`config.mk`:
```
export PLATFORM = sky130hd
export DESIGN_NAME = dbs_ctrl
export DESIGN_NICKNAME = d
export VERILOG_FILES = /design/src/rtl/dbs_pkg.sv /design/src/rtl/dbs_ack_decode.sv /design/src/rtl/dbs_lane_steer.sv /design/src/rtl/dbs_seq.sv /design/src/rtl/dbs_ctrl.sv
export SDC_FILE = /design/constraint.sdc
export NUM_CORES = 1
export LEC_CHECK = 0
export BUFFER_PORTS_ARGS = -buffer_cell sky130_fd_sc_hd__buf_4
export CORE_MARGIN = 2
export CORE_UTILIZATION = 57
export DETAILED_ROUTE_END_ITERATION = 7
export PLACE_DENSITY = 0.87
export RECOVER_POWER = 25
export SLEW_MARGIN = 0
export SYNTH_ARGS = -nofsm -noshare
export SYNTH_HDL_FRONTEND = slang
export SYNTH_SLANG_ARGS = --single-unit
```
`constraint.sdc`:
```
create_clock -name clk -period 6.63 [get_ports clk]
set_clock_uncertainty 0.05 [all_clocks]
set_input_delay 1.989 -clock clk [delete_from_list [all_inputs] [get_ports clk]]
set_output_delay 1.989 -clock clk [all_outputs]
set_load 0.05 [all_outputs]
```
`src/rtl/dbs_pkg.sv`:
```
package dbs_pkg;

    localparam int DATA_W = 32;
    localparam int LANES  = DATA_W / 8;

    typedef enum logic [1:0] {
        ST_IDLE,
        ST_RUN,
        ST_GAP
    } seq_state_e;

    typedef enum logic [1:0] {
        TM_WAIT,
        TM_ACK,
        TM_ERR,
        TM_RETRY
    } term_kind_e;

    typedef struct packed {
        term_kind_e kind;
        logic [2:0] port_bytes;
    } term_t;

    function automatic logic [2:0] size_to_bytes(input logic [1:0] code);
        case (code)
            2'b00:   return 3'd1;
            2'b01:   return 3'd2;
            default: return 3'd4;
        endcase
    endfunction

    function automatic logic [2:0] min_bytes(input logic [2:0] a, input logic [2:0] b);
        return (a < b) ? a : b;
    endfunction

endpackage

```
`src/rtl/dbs_ack_decode.sv`:
```
module dbs_ack_decode
    import dbs_pkg::*;
(
    input  logic [1:0] ack_n,
    input  logic       berr_n,
    input  logic       halt_n,
    output term_t      term
);

    always_comb begin
        term.port_bytes = 3'd0;
        term.kind       = TM_WAIT;
        if (!berr_n) begin
            term.kind = halt_n ? TM_ERR : TM_RETRY;
        end else begin
            case (ack_n)
                2'b10: begin term.kind = TM_ACK; term.port_bytes = 3'd1; end
                2'b01: begin term.kind = TM_ACK; term.port_bytes = 3'd2; end
                2'b00: begin term.kind = TM_ACK; term.port_bytes = 3'd4; end
                default: term.kind = TM_WAIT;
            endcase
        end
    end

endmodule

```
`src/rtl/dbs_lane_steer.sv`:
```
module dbs_lane_steer
    import dbs_pkg::*;
(
    input  logic [DATA_W-1:0] opbuf,
    input  logic [2:0]        moved,
    input  logic [2:0]        take,
    input  logic [DATA_W-1:0] bus_rdata,
    output logic [DATA_W-1:0] merged,
    output logic [DATA_W-1:0] wdata
);

    // Write lanes: unsent bytes slide up to the top of the bus.
    assign wdata = opbuf << {moved, 3'b000};

    for (genvar g = 0; g < LANES; g++) begin : g_lane
        logic       hit;
        logic [7:0] pick;
        logic [7:0] lane_out;
        int         src;

        always_comb begin
            src      = (g - int'(moved)) & (LANES - 1);
            hit      = (g >= int'(moved)) && (g < int'(moved) + int'(take));
            pick     = bus_rdata[DATA_W-1-8*src -: 8];
            lane_out = hit ? pick : opbuf[DATA_W-1-8*g -: 8];
        end

        assign merged[DATA_W-1-8*g -: 8] = lane_out;
    end

endmodule

```
`src/rtl/dbs_seq.sv`:
```
module dbs_seq
    import dbs_pkg::*;
#(
    parameter int ADDR_W = 32
) (
    input  logic              clk,
    input  logic              rst,
    input  logic              req_valid,
    input  logic              req_write,
    input  logic [1:0]        req_size,
    input  logic [ADDR_W-1:0] req_addr,
    input  logic [DATA_W-1:0] req_wdata,
    input  term_t             term,
    input  logic [DATA_W-1:0] merged,
    output logic              busy_o,
    output logic              strobe,
    output logic              bus_write,
    output logic [ADDR_W-1:0] bus_addr,
    output logic [2:0]        bus_len,
    output logic [2:0]        moved,
    output logic [2:0]        take,
    output logic [DATA_W-1:0] opbuf,
    output logic [DATA_W-1:0] rdata_o,
    output logic              done_o,
    output logic              err_o,
    output logic              retry_o
);

    seq_state_e state;
    logic [2:0] total;
    logic       last_piece;
    logic [2:0] req_bytes;

    always_comb begin
        bus_len    = total - moved;
        take       = min_bytes(term.port_bytes, bus_len);
        last_piece = (3'(moved + take) == total);
        req_bytes  = size_to_bytes(req_size);
        strobe     = (state == ST_RUN);
        busy_o     = (state != ST_IDLE);
        rdata_o    = opbuf >> {3'(3'd4 - total), 3'b000};
    end

    always_ff @(posedge clk) begin
        if (rst) begin
            state     <= ST_IDLE;
            total     <= 3'd0;
            moved     <= 3'd0;
            bus_addr  <= '0;
            bus_write <= 1'b0;
            opbuf     <= '0;
            done_o    <= 1'b0;
            err_o     <= 1'b0;
            retry_o   <= 1'b0;
        end else begin
            done_o  <= 1'b0;
            err_o   <= 1'b0;
            retry_o <= 1'b0;
            case (state)
                ST_IDLE: begin
                    if (req_valid) begin
                        state     <= ST_RUN;
                        bus_addr  <= req_addr;
                        total     <= req_bytes;
                        moved     <= 3'd0;
                        bus_write <= req_write;
                        opbuf     <= req_write ?
                                     (req_wdata << {3'(3'd4 - req_bytes), 3'b000}) : '0;
                    end
                end
                ST_RUN: begin
                    case (term.kind)
                        TM_ACK: begin
                            if (!bus_write) opbuf <= merged;
                            moved    <= 3'(moved + take);
                            bus_addr <= bus_addr + ADDR_W'(take);
                            if (last_piece) begin
                                state  <= ST_IDLE;
                                done_o <= 1'b1;
                            end else begin
                                state <= ST_GAP;
                            end
                        end
                        TM_ERR: begin
                            state <= ST_IDLE;
                            err_o <= 1'b1;
                        end
                        TM_RETRY: begin
                            state   <= ST_IDLE;
                            retry_o <= 1'b1;
                        end
                        default: state <= ST_RUN;
                    endcase
                end
                ST_GAP:  state <= ST_RUN;
                default: state <= ST_IDLE;
            endcase
        end
    end


    len_range_chk: assert property (@(posedge clk) disable iff (rst)
        strobe |-> (bus_len >= 3'd1 && bus_len <= 3'd4));


    wait_hold_chk: assert property (@(posedge clk) disable iff (rst)
        (strobe && term.kind == TM_WAIT) |=> (strobe && $stable(bus_addr) && $stable(bus_len)));


    addr_len_sum_chk: assert property (@(posedge clk) disable iff (rst)
        (strobe && term.kind == TM_ACK && bus_len > take) |=>
        ((bus_addr + ADDR_W'(bus_len)) == $past(bus_addr + ADDR_W'(bus_len))));


    gap_one_cycle_chk: assert property (@(posedge clk) disable iff (rst)
        (strobe && term.kind == TM_ACK && bus_len > take) |=> (!strobe ##1 strobe));


    err_end_chk: assert property (@(posedge clk) disable iff (rst)
        (strobe && term.kind == TM_ERR) |=> (err_o && !strobe && !done_o));


    status_onehot_chk: assert property (@(posedge clk) disable iff (rst)
        $onehot0({done_o, err_o, retry_o}));

endmodule

```
`src/rtl/dbs_ctrl.sv`:
```
module dbs_ctrl
    import dbs_pkg::*;
#(
    parameter int ADDR_W = 32
) (
    input  logic              clk,
    input  logic              rst,
    input  logic              req_valid,
    input  logic              req_write,
    input  logic [1:0]        req_size,
    input  logic [ADDR_W-1:0] req_addr,
    input  logic [31:0]       req_wdata,
    output logic              busy_o,
    output logic              done_o,
    output logic              err_o,
    output logic              retry_o,
    output logic [31:0]       rdata_o,
    output logic              bus_strobe,
    output logic              bus_write,
    output logic [ADDR_W-1:0] bus_addr,
    output logic [2:0]        bus_len,
    output logic [31:0]       bus_wdata,
    input  logic [31:0]       bus_rdata,
    input  logic [1:0]        ack_n,
    input  logic              berr_n,
    input  logic              halt_n
);

    term_t             term;
    logic [2:0]        moved;
    logic [2:0]        take;
    logic [DATA_W-1:0] opbuf;
    logic [DATA_W-1:0] merged;

    dbs_ack_decode u_dec (
        .ack_n  (ack_n),
        .berr_n (berr_n),
        .halt_n (halt_n),
        .term   (term)
    );

    dbs_lane_steer u_lanes (
        .opbuf     (opbuf),
        .moved     (moved),
        .take      (take),
        .bus_rdata (bus_rdata),
        .merged    (merged),
        .wdata     (bus_wdata)
    );

    dbs_seq #(.ADDR_W(ADDR_W)) u_seq (
        .clk       (clk),
        .rst       (rst),
        .req_valid (req_valid),
        .req_write (req_write),
        .req_size  (req_size),
        .req_addr  (req_addr),
        .req_wdata (req_wdata),
        .term      (term),
        .merged    (merged),
        .busy_o    (busy_o),
        .strobe    (bus_strobe),
        .bus_write (bus_write),
        .bus_addr  (bus_addr),
        .bus_len   (bus_len),
        .moved     (moved),
        .take      (take),
        .opbuf     (opbuf),
        .rdata_o   (rdata_o),
        .done_o    (done_o),
        .err_o     (err_o),
        .retry_o   (retry_o)
    );


    retry_not_err_chk: assert property (@(posedge clk) disable iff (rst)
        (bus_strobe && !berr_n && !halt_n) |=> (retry_o && !err_o && !done_o));

endmodule

```
==> metrics.md <==
| Metric | Value |
|---|---|
| Sequential share of power | 31.2% |
| Slowest-stage cell, CP | dfxtp_1 |
| First-pass GRT wire length | 37200 um |
| Post-synth EDFFs | 0 |
| Fmax | 0.171 GHz |
| Avg Cell Area, Syn | 7.59 sq um |
| Area Growth Syn to Fin | 23.8% |
| Initial antenna violation count | 0 |
| Final cell count without fillers | 1216 |
| Slew @ Worst Pin | 2.48 ns |
| Worst path arrival time | 5.87 ns |
| Critical Path RT | 6.66 ns |
| Synthesized cell area | 6940 sq um |
| Share of the synthesized area in the top cell type | 21.9% |
| Setup CP Type | reg -> reg |
| Critical path peak fanout | 35 |
| TNS Setup | 0 ns |
| Synth top area cells | dfxtp_1 (22%), mux2i_1 (8.4%), a211oi_1 (6.6%), mux4_2 (5.2%), a21oi_1 (5.0%) |
| Min-delay worst type | reg -> reg |
| Iter 0 DRT Violations | 944 |
| Cell area after layout | 8590 sq um |
| Hold Slack | 0.451 ns |
| CTS root buffer | clkbuf_16 |
| Failing checks | max-capacitance violations, max-slew violations |
| Routed Antenna Nets | 0 |
| Cell-internal power | 1.09 mW |
| Minimum clock period | 5.84 ns |
| CP Launch Type | flip-flop |
| Avg WL per Cell | 19.6 um |
| Layout cell share with drive strength beyond 1 | 22.2% |
| Clock tree buffer depth | 2 |
| Final nets | 1185 |
| Antenna diode count | 0 |
| CTS Buf Count | 9 |
| Most common cell on crit path | ha_1 |
| DP Cell Count | 1200 |
| Worst-path cell chain | ha_1 -> fa_1 -> ha_1 -> a21boi_0 -> o21ai_0 -> nand2_1 -> a221oi_1 -> ha_1 -> a21o_1 -> o21a_1 -> o31ai_2 -> a21o_1 -> a211oi_1 |
| Min-Delay Startpoint | u_seq.opbuf[15] |
| Cell count after synthesis | 914 |
| IO Pins | 211 |
| RSZ-0062 raised after global routing | no |
| Syn Nets | 1035 |
| Top post-synthesis cells by count | nand2_1 (80), dfxtp_1 (76), nor2_1 (75), a21oi_1 (69), o21ai_0 (66) |
| Place WS | 0.832 ns |
| Synth Flop Type | dfxtp_1 |
| Row Count | 40 |
| Post-CTS setup buffers | 0 |
| R2r startpoint | u_seq.moved[0] |
| Finished Core Util | 71.8% |
| GR Util All Layers | 35.6% |
| Relative slew margins | -65.1% |
| Gate power share | 37.3% |
| DIE HEIGHT | 114 um |
| Slowest stage delay, CP | 1.34 ns |
| Post-Route WL | 23800 um |
| Router iterations before antenna repair | 7 |
| Outcome | finished, violations left |
| Power share of the clock group | 31.6% |
| # Max-Cap Violations | 2 |
| Die X | 114 um |
| # H-tree levels | 3 |
| Worst-skew pair later-pin latency | 0.34 ns |
| Unique masters post-synth | 84 |
| Power Total | 1.80 mW |
| Yosys top cell by area | dfxtp_1 |
| Final-report setup violation count | 0 |
| Pwr Density | 209 nW/um^2 |
| Worst Setup End Kind | flip-flop |
| Yosys reg bits | 76 |
| Asr flop ratio synth | 0% |
| Max-slew violation count | 90 |
| Post_cts resized | 0 |
| Via/cell ratio | 6.65 |
| Post-CTS Hold Fix Bufs | 0 |
| Clock Sinks | 76 |
| GP Congestion | 0.948 |
| Core area | 12000 sq um |
| Clk slew on worst S/H paths | 0.06 ns |
| VDD IR max | 0.131 mV |
| Tcrit/Tclk final | 88.0% |
| Vias in the first global route | 7351 |
| Global route total overflow | 0 |
| CTS tree | done |
| # port buffers | 210 |
| Die area | 13100 sq um |
| Sw Share | 39.3% |
| Pin count of the biggest net entering global routing | 76 |
| Leakage | 3.32 nW |
| Final WS setup | 0.793 ns |
| Switching power | 0.706 mW |
| DR DRC count | 0 |
| Worst Setup SP | u_seq.moved[0] |
| Most common cell in the synthesized netlist | nand2_1 |
| Placed cell areas | 8400 sq um |
| Synth Warn # | 0 |
| Initial Util | 58.0% |
| Dpl hpwl | 16900 um |
| Seq/Total Area, Yosys | 21.9% |
| Via count | 8090 |
| Final Hold Fails | 0 |
[cell families (layout without fill, tap and decap cells)]
logic type	after synthesis	in the layout	share of synthesized area [%]
AOI/OAI and AO/OA	320	320	30.5
xor gates and xnor gates	9	9	1.14
buffers and inverters	114	269	7.48
DFF	76	76	21.9
adders and majority gates	15	15	3.03
and+or+nand+nor	304	304	22.0
muxes	76	76	13.9
[routing by layer]
layer | up-vias | wire length (um) | track usage [%] | share of wire [%]
met4 | 0 | 595 | 13.2 | 2.5
met1 | 3758 | 9530 | 48.5 | 40
li1 | 3729 | - | - | -
met2 | 545 | 10800 | 55.8 | 45
met3 | 58 | 2840 | 7.20 | 12
met5 | - | 0 | 0 | 0
[sequential cells by signal, summed over array words and instances, names as in the netlist]
signal and cells:
u_seq.bus_addr 32, u_seq.opbuf 32, u_seq.moved 3, u_seq.total 3, u_seq.state 2, u_seq.bus_write 1, u_seq.done_o 1, u_seq.err_o 1
u_seq.retry_o 1
[layout make-up]
cell class	count	area, sq um
Fill cell	1026	3370
Clock buffer	10	229
Tap cell	147	184
Sequential cell	76	1520
Clock inverter	6	113
Timing Repair Buffer	218	1490
Multi-Input combinational cell	724	4920
Inverter	35	131
[critical path: cells and delay by family, from the launching register on]
family                   cells  cell delay, ns
AO/OA/AOI/OAI                8            2.51
AND/OR/NAND/NOR              1            0.12
adder cells (fa/ha/maj)      4            1.56
flip-flops                   1            1.34
[final timing paths]
kind / end / slack (ns) / cells after the start
worst min register to register: u_seq.opbuf[15] / 0.45 / 2
worst min-delay path: u_seq.opbuf[15] / 0.45 / 2
worst max register to register: u_seq.opbuf[11] / 0.79 / 13
worst max-delay path: u_seq.opbuf[11] / 0.79 / 13
[power groups by stage]
| stage | clock network, mW | registers [mW] | logic, mW |
|---|---|---|---|
| after floorplan | 0 | 0.603 | 0.411 |
| after global placement | 0 | 0.564 | 0.661 |
| after detailed placement | 0 | 0.565 | 0.672 |
| after CTS | 0.568 | 0.555 | 0.677 |
| after global routing | 0.584 | 0.564 | 0.712 |
| final | 0.568 | 0.560 | 0.670 |
[layout by cell type (no fill, tap or decap), types with 31 or more instances in the layout]
cell type	Yosys	final
buf_4	4	180
nand2_1	80	80
nor2_1	75	75
dfxtp_1	76	75
a21oi_1	69	68
o21ai_0	66	66
a211oi_1	61	61
mux2i_1	58	58
clkbuf_1	47	39
inv_1	32	32
and2_1	31	31
No activity file was read; power rests on OpenSTA's default activity.
